## config.mk

```make
export PLATFORM = sky130hd
export DESIGN_NAME = serial_gpio_master
export DESIGN_NICKNAME = d
export VERILOG_FILES = /design/src/rtl/serial_gpio_master.sv
export SDC_FILE = /design/constraint.sdc
export NUM_CORES = 1
export LEC_CHECK = 0
export BUFFER_PORTS_ARGS = -buffer_cell sky130_fd_sc_hd__buf_2
export CORE_UTILIZATION = 60
export CTS_CLUSTER_SIZE = 14
export DETAILED_ROUTE_END_ITERATION = 8
export GPL_TIMING_DRIVEN = 0
export PLACE_DENSITY = 0.77
export SYNTH_ARGS = -nofsm -noshare
export SYNTH_HDL_FRONTEND = slang
export SYNTH_SLANG_ARGS = --single-unit
```

## constraint.sdc

```tcl
create_clock -name pclk -period 3.54 [get_ports pclk]
set_input_delay 0.354 -clock pclk [delete_from_list [all_inputs] [get_ports pclk]]
set_output_delay 0.354 -clock pclk [all_outputs]
set_load 0.02 [all_outputs]
```

## src/rtl/serial_gpio_master.sv

```systemverilog
module serial_gpio_master #(
  parameter int MAX_SLOTS = 80,
  parameter int DIV_W = 16,
  parameter int AW = 8
) (
  input  logic          pclk,
  input  logic          presetn,
  input  logic          soft_rst,
  input  logic          psel,
  input  logic          penable,
  input  logic          pwrite,
  input  logic [AW-1:0] paddr,
  input  logic [31:0]   pwdata,
  output logic [31:0]   prdata,
  output logic          sg_clk,
  output logic          sg_ld,
  output logic          sg_dout,
  input  logic          sg_din
);
  localparam int NBANK = (MAX_SLOTS + 31) / 32;
  localparam int W     = NBANK * 32;
  localparam int FMAX  = MAX_SLOTS / 8;
  localparam int CNT_W = $clog2(MAX_SLOTS + 1);
  localparam int IDX_W = $clog2(W);
  localparam logic [AW-1:0] CTRL_ADDR = AW'(8'h54);

  function automatic logic [W-1:0] valid_mask();
    logic [W-1:0] m;
    for (int i = 0; i < W; i++) m[i] = (i < MAX_SLOTS);
    return m;
  endfunction
  localparam logic [W-1:0] VMASK = valid_mask();

  function automatic logic [AW-1:0] val_off(int b);
    case (b)
      0: return AW'(8'h00);
      1: return AW'(8'h1C);
      2: return AW'(8'h38);
      default: return AW'(8'h90);
    endcase
  endfunction

  function automatic logic [AW-1:0] rb_off(int b);
    return AW'(8'h70 + 4 * b);
  endfunction

  function automatic logic [AW-1:0] tol_off(int b);
    case (b)
      0: return AW'(8'h18);
      1: return AW'(8'h34);
      2: return AW'(8'h50);
      default: return AW'(8'hA8);
    endcase
  endfunction

  typedef enum logic [1:0] {S_IDLE, S_LOAD, S_SHIFT} state_t;

  logic             en_q;
  logic [4:0]       fld_q;
  logic [DIV_W-1:0] div_q;
  logic [W-1:0]     out_q, tol_q, in_q, snap_q, cap_q;
  state_t           state_q;
  logic             half_q;
  logic [DIV_W-1:0] dcnt_q, fdiv_q;
  logic [CNT_W-1:0] fcnt_q;
  logic [IDX_W-1:0] bit_q;

  logic             wr, go, tick, frame_end;
  logic [4:0]       wfld;
  logic [CNT_W-1:0] slots;

  assign wr        = psel && penable && pwrite;
  assign wfld      = pwdata[10:6];
  assign slots     = CNT_W'({3'b000, fld_q} << 3);
  assign go        = en_q && (fld_q != '0);
  assign tick      = (dcnt_q == fdiv_q);
  assign frame_end = (state_q == S_SHIFT) && tick && half_q && (bit_q == '0);

  assign sg_clk  = (state_q == S_SHIFT) && half_q;
  assign sg_ld   = (state_q == S_LOAD);
  assign sg_dout = (state_q == S_SHIFT) ? snap_q[bit_q] : 1'b0;

  always_ff @(posedge pclk or negedge presetn) begin
    if (!presetn) begin
      en_q  <= 1'b0;
      fld_q <= '0;
      div_q <= '0;
      out_q <= '0;
      tol_q <= '0;
    end else if (soft_rst) begin
      en_q  <= 1'b0;
      fld_q <= '0;
      div_q <= '0;
      out_q <= out_q & tol_q;
    end else if (wr) begin
      if (paddr == CTRL_ADDR) begin
        en_q  <= pwdata[0];
        fld_q <= (wfld > 5'(FMAX)) ? 5'(FMAX) : wfld;
        div_q <= pwdata[16 +: DIV_W];
      end
      for (int b = 0; b < NBANK; b++) begin
        if (paddr == val_off(b)) out_q[b*32 +: 32] <= pwdata & VMASK[b*32 +: 32];
        if (paddr == tol_off(b)) tol_q[b*32 +: 32] <= pwdata & VMASK[b*32 +: 32];
      end
    end
  end

  always_ff @(posedge pclk or negedge presetn) begin
    if (!presetn) begin
      state_q <= S_IDLE;
      half_q  <= 1'b0;
      dcnt_q  <= '0;
      fdiv_q  <= '0;
      fcnt_q  <= '0;
      bit_q   <= '0;
      snap_q  <= '0;
      cap_q   <= '0;
      in_q    <= '0;
    end else if (soft_rst) begin
      state_q <= S_IDLE;
      half_q  <= 1'b0;
      dcnt_q  <= '0;
      bit_q   <= '0;
      in_q    <= '0;
    end else begin
      case (state_q)
        S_IDLE: if (go) begin
          state_q <= S_LOAD;
          half_q  <= 1'b0;
          dcnt_q  <= '0;
          fdiv_q  <= div_q;
          fcnt_q  <= slots;
          snap_q  <= out_q;
          cap_q   <= '0;
        end
        S_LOAD: begin
          if (!tick) dcnt_q <= dcnt_q + 1'b1;
          else begin
            dcnt_q <= '0;
            half_q <= ~half_q;
            if (half_q) begin
              state_q <= S_SHIFT;
              bit_q   <= IDX_W'(fcnt_q - CNT_W'(1));
            end
          end
        end
        default: begin
          if (!tick) dcnt_q <= dcnt_q + 1'b1;
          else begin
            dcnt_q <= '0;
            if (!half_q) begin
              half_q       <= 1'b1;
              cap_q[bit_q] <= sg_din;
            end else begin
              half_q <= 1'b0;
              if (bit_q == '0) begin
                in_q <= cap_q;
                if (go) begin
                  state_q <= S_LOAD;
                  fdiv_q  <= div_q;
                  fcnt_q  <= slots;
                  snap_q  <= out_q;
                  cap_q   <= '0;
                end else begin
                  state_q <= S_IDLE;
                end
              end else begin
                bit_q <= bit_q - 1'b1;
              end
            end
          end
        end
      endcase
    end
  end

  always_comb begin
    prdata = '0;
    if (paddr == CTRL_ADDR)
      prdata = (32'(div_q) << 16) | {21'b0, fld_q, 5'b0, en_q};
    for (int b = 0; b < NBANK; b++) begin
      if (paddr == val_off(b)) prdata = in_q[b*32 +: 32];
      if (paddr == rb_off(b))  prdata = out_q[b*32 +: 32];
      if (paddr == tol_off(b)) prdata = tol_q[b*32 +: 32];
    end
  end

  p_strobe_clk_excl_r4: assert property (@(posedge pclk) disable iff (!presetn)
    !(sg_ld && sg_clk));

  p_field_sat_r2: assert property (@(posedge pclk) disable iff (!presetn)
    fld_q <= 5'(FMAX));

  p_commit_frame_end_r7: assert property (@(posedge pclk) disable iff (!presetn)
    (!frame_end && !soft_rst) |=> $stable(in_q));

  p_tolerance_keep_r11: assert property (@(posedge pclk) disable iff (!presetn)
    soft_rst |=> (out_q == $past(out_q & tol_q)));

  p_snapshot_hold_r12: assert property (@(posedge pclk) disable iff (!presetn)
    (state_q == S_SHIFT && !soft_rst) |=> (state_q != S_SHIFT || $stable(snap_q)));
endmodule

```

; Word level (Yosys, flattened, before mapping)
; Cells that the tools add are included.
[totals]
register_bits = 535
input_bits = 47
wordCells = 185
[classes]
add_sub_neg = 3
n_lt_le_gt_ge = 3
n_eq_ne = 25
mux = 94
n_bitwise = 5
reduce_logical = 37
[op_table]
columns = operator, count
row1 = $mux W96, 15
row2 = $mux W32, 13
row3 = $pmux W96 S2, 2
row4 = $mux W16, 11
row5 = $and A96 B80 Y96, 1
row6 = $bwmux W96, 1
row7 = $mux W8, 12
row8 = $mux W7, 10
row9 = $eq A8 B8 Y1, 6
row10 = $eq A8 B7 Y1 const B, 5
row11 = $or A32 B11 Y32, 1
row12 = $pmux W16 S2, 1
row13 = $pmux W7 S2, 2
row14 = $reduce_bool A2 Y1, 11
row15 = $mux W5, 4
row16 = $add A16 B1 Y16 const B, 1
row17 = $eq A16 B16 Y1, 1
row18 = $eq A8 B5 Y1 const B, 2
row19 = $eq A8 B6 Y1 const B, 2
row20 = $mux W2, 7
row21 = $sub A7 B1 Y7 const B, 2
row22 = $mux W1, 12
row23 = $reduce_and A3 Y1, 4
row24 = $reduce_and A4 Y1, 3
row25 = 26 further kinds, 38

; Longest topological paths before layout
[depth]
depth_word = 11
mapped_depth = 11
ltp_nobuf = 8

; Worst setup path before layout
; No wires, ideal clock.
[synth_timing]
kind = register to output
start = reg bit_q[2]
end = out sg_dout
t_arrival_ps = 2429
setup_slack_ps = 757
path_stages_with_launch = 10
path_cell_list = dfrtp_1 -> clkbuf_1 -> clkbuf_1 -> clkbuf_1 -> inv_1 -> o2bb2ai_1 -> nand2_1 -> a211oi_1 -> a311oi_1 -> a311oi_1
[synth_via]
elab_chain_cells = 3
[synth_lines]
columns = element, line_no
row1 = from (decl), 66  ; logic [IDX_W-1:0] bit_q;
row2 = from (signal assigned), 143  ; bit_q <= IDX_W'(fcnt_q - CNT_W'(1));
row3 = from (signal assigned), 168  ; bit_q <= bit_q - 1'b1;
row4 = $bmux W1 S7, 81  ; assign sg_dout = (state_q == S_SHIFT) ? snap_q[bit_q] : 1'b0;
row5 = $mux W1 (implied by the code), 81
row6 = $mux W1, 81
row7 = to (decl), 17  ; output logic sg_dout,
; No other way between the ends. The select of a mux whose other input is x is not followed.

; Worst setup path after layout
[layout_timing]
start = reg bit_q[6]
end = out sg_dout
; Same word-level chain as after synthesis.

==> flow_summary.yaml <==
outcome:
  outcome: "finished, violations left"
  violations: "setup timing"
sta:
  setup_viol: 2
  hold_violations: 0
  drv_slew: 0
  fin_ws_ns: -0.103
  finalCritPeriodShare_pct: 103
  period_needed_ns: 3.64
  fin_skew_ns: 0.0237
  fmax_mhz: 274
  grt_setup_unrepaired: "yes"
  max_slew_margin_pct: 6.20
  tightest_slew_ns: 1.41
floorplanning:
  die_width_um: 201
  num_io_pins: 82
  dieArea_sq_um: 40600
  start_util_pct: 61.3
  row_count: 72
  die_y_um: 201
  coreArea_sq_um: 38900
worst_setup_path:
  path_buf_inv: 2
  worstPathMaxFanout: 10
  crit_path_top_delay_cell: "nor2_1"
  path_cells: "clkbuf_1 > nor2_1 > nor4b_1 > a311oi_2 > a311oi_2 > buf_2"
  cpMostUsedCell: "a311oi_2"
  arrival_ns: 3.29
  max_stage_delay_ns: 0.91
  path_class: "reg2out"
  startpoint_type: "flip-flop"
  worstPathRequired_ns: 3.19
  cpLargestDelayFamily: "simple AND/OR/NAND/NOR gates"
  cp-end-kind: "primary output"
routing:
  wl_mm: 87.5
  antenna_left: 0
  wl_per_cell_um: 29.7
  drt_iter0_markers: 3327
  drtPass1Iterations: 9
  drcViolationCount: 0
  viasPerCell: 7.07
  vias: 20800
clocking:
  cts_tree: "built"
  cts_sinks: 500
  cts_buffers: 52
  cts.path.max_buffers: 3
  clk_pin_slew_ns: 0.06
  cts_root_buffer: "clkbuf_16"
  clk_latency_ns: 0.62
  htreeDepth: 2
layout:
  register_area_sq_um: 12500
  diodes: 0
  fin_nets: 2436
  stdcell_area_sq_um: 26900
  multiInputGateArea_sq_um: 10700
  filler_cell_count: 3044
  area_growth_pct: 12.8
  final_util_pct: 69.2
  layout-drive-gt1-share_pct: 18.4
synth:
  synth_warnings: 0
  yosysTopAreaCellShare_pct: 52.4
  synth.distinct_cells: 72
  avgSynthCellArea_sq_um: 10.6
  async_reset_ff_share_pct: 100
  syn_nets: 2294
  synth_area_sq_um: 23900
  synth_seq_cells: 500
  synth_edf_count: 0
  yosys-top-cells-area: "dfrtp_1 52%, mux2_2 8.7%, o21ai_0 6.3%, mux2i_1 3.9%, a22o_1 3.9%"
  synth_seq_area_share_pct: 52.4
  yosys.area.top_type: "dfrtp_1"
  syn_inst: 2245
  ys.flop_type: "dfrtp_1"
grt:
  grt_overflow: 0
  met1_usage_pct: 61.0
  met3_usage_pct: 11.9
  grt_pass1_vias: 19900
  grt_max_degree: 118
  grt_util_met2_pct: 64.3
  antenna_found_initial: 2
  grt_first_pass_wirelength_mm: 129
  busiest_layer: "met2"
  grt_use_total_pct: 43.4
power_and_ir_drop:
  p_switching_uw: 2780
  powerDensity_nw_per_um2: 440
  leakage_uw: 0.0121
  pwr-share-seq_pct: 48.4
  internal_power_uw: 9070
  combinationalPowerShare_pct: 4.4
  switching_share_pct: 23.5
  ir_worst_vdd_mv: 0.354
  clock_power_share_pct: 47.2
min_path:
  hold_path_class: "in2reg"
placed_design:
  place_congestion: 1.01
  place_hpwl_mm: 65.4
  portBuffers: 78
  dpl-instance-area_sq_um: 25000
flow_run:
  drv_cap: 0
stage by stage:
step | setup WS, ns | hold WS [ns] | power, uW | cells | TNS (ns)
after floorplan | 0.757 | 0.0584 | 6030 | 2245 | 0
after global placement | -7.73 | 0.465 | 6320 | 2841 | -3842.98
after detailed placement | -0.551 | 0.404 | 6340 | 2846 | -6.12
after CTS | -0.00734 | 0.0349 | 11800 | 2943 | -0.00734
after global routing | -0.0591 | 0.0560 | 12100 | 2943 | -0.199
final | -0.103 | 0.0536 | 11800 | 2943 | -0.131
kinds of logic (layout without fill, tap and decap cells):
logic type      count (synthesis)  after routing  share of synthesized area, %
simple gates                  426            426                          8.61
flops                         500            500                          52.4
fa+ha+maj                       2              2                         0.105
mux                           289            289                          13.4
compound gates                802            802                          21.1
buf+inv                       197            377                          3.33
xor+xnor                       29             29                          1.06
worst reg2reg max path: cells and delay by family (launching register included):
family / cells / cell delay (ns)
AOI/OAI and AO/OA: 4 / 1.09
buffers and inverters: 3 / 0.87
DFF: 1 / 0.49
and+or+nand+nor: 2 / 0.94
layout by cell type, fill, tap and decap left out, types with 28 or more instances in the layout:
| cell | n |
|---|---|
| nand2_1 | 123 |
| buf_2 | 114 |
| mux2_2 | 185 |
| dfrtp_1 | 499 |
| a22o_1 | 106 |
| xnor2_1 | 29 |
| a21oi_1 | 183 |
| mux2i_1 | 94 |
| nor2_1 | 80 |
| a22oi_1 | 30 |
| o22ai_1 | 28 |
| clkbuf_1 | 133 |
| clkbuf_16 | 52 |
| nand3_1 | 108 |
| o21ai_0 | 299 |
cells in the mapped netlist (all sizes together) (4+ instances only):
library cell	count
a311oi	4
o221a	4
a31oi	10
a22o	106
clkbuf	135
mux4	5
nand2b	18
o221ai	9
or4	5
nand3b	8
o22ai	28
dfrtp	500
nor3	28
a2111oi	6
a222oi	17
a221oi	21
and3	7
nor2b	7
a221o	16
mux2i	94
a22oi	30
o2111ai	11
inv	14
nand3	108
a2bb2oi	4
o2bb2ai	4
and2	8
or2	4
xnor2	29
mux2	190
nand2	124
nor2	86
o21ai	322
buf	47
a211oi	4
nand4	6
nor4	7
a21oi	183
path summary, 6_finish.rpt:
| check | from | slack [ns] | depth (start not counted) | end |
|---|---|---|---|---|
| worst max register to register | bit_q[2] | -0.03 | 9 | cap_q[62] |
| worst max-delay path | bit_q[6] | -0.10 | 6 | sg_dout |
| worst min register to register | cap_q[13] | 0.48 | 1 | in_q[13] |
| worst min-delay path | pwdata[28] | 0.05 | 3 | div_q[12] |
| max in group asynchronous | presetn | 1.73 | 4 | snap_q[55] |
| min in group asynchronous | presetn | 0.33 | 2 | tol_q[67] |
flip-flops by register name, indices dropped and copies added (netlist names):
signal,flops
half_q,1
state_q,2
in_q,96
div_q,16
fcnt_q,4
fld_q,5
fdiv_q,16
dcnt_q,16
bit_q,7
en_q,1
cap_q,96
out_q,80
snap_q,80
tol_q,80
what timing repair did:
item / in CTS / in global routing
setup endpoints to repair: 53 / 98
hold buffers: 1 / 0
hold endpoints to repair: 93 / 0
buffers inserted: 5 / 0
resized for setup: 31 / 25
gates cloned: 0 / 0
pin swaps: 0 / 1
layout make-up:
| class | instances | area share (%) |
|---|---|---|
| multi-input combinational | 1548 | 39.6 |
| inverter | 15 | 0.214 |
| buffer | 181 | 2.91 |
| clock inverter | 19 | 0.897 |
| timing repair buffer | 89 | 2.09 |
| tap | 518 | 2.41 |
| clock buffer | 73 | 5.42 |
| sequential | 500 | 46.5 |
power groups by stage:
stage          logic, uW  clock network, uW  registers [uW]
6_report             522               5590            5740
4_1_cts              506               5580            5740
3_5_place_dp         502                  0            5840
2_1_floorplan        192                  0            5840
3_3_place_gp         476                  0            5840
5_1_grt              556               5810            5730
layer usage:
| layer | share of wire, % | vias up | routed length (um) |
|---|---|---|---|
| met5 | 0.029 | - | 25 |
| met2 | 44 | 1450 | 38500 |
| met1 | 39 | 10400 | 34400 |
| li1 | - | 8693 | - |
| met3 | 13 | 234 | 11300 |
| met4 | 3.9 | 4 | 3380 |
Power figures use the tool's default switching activity.
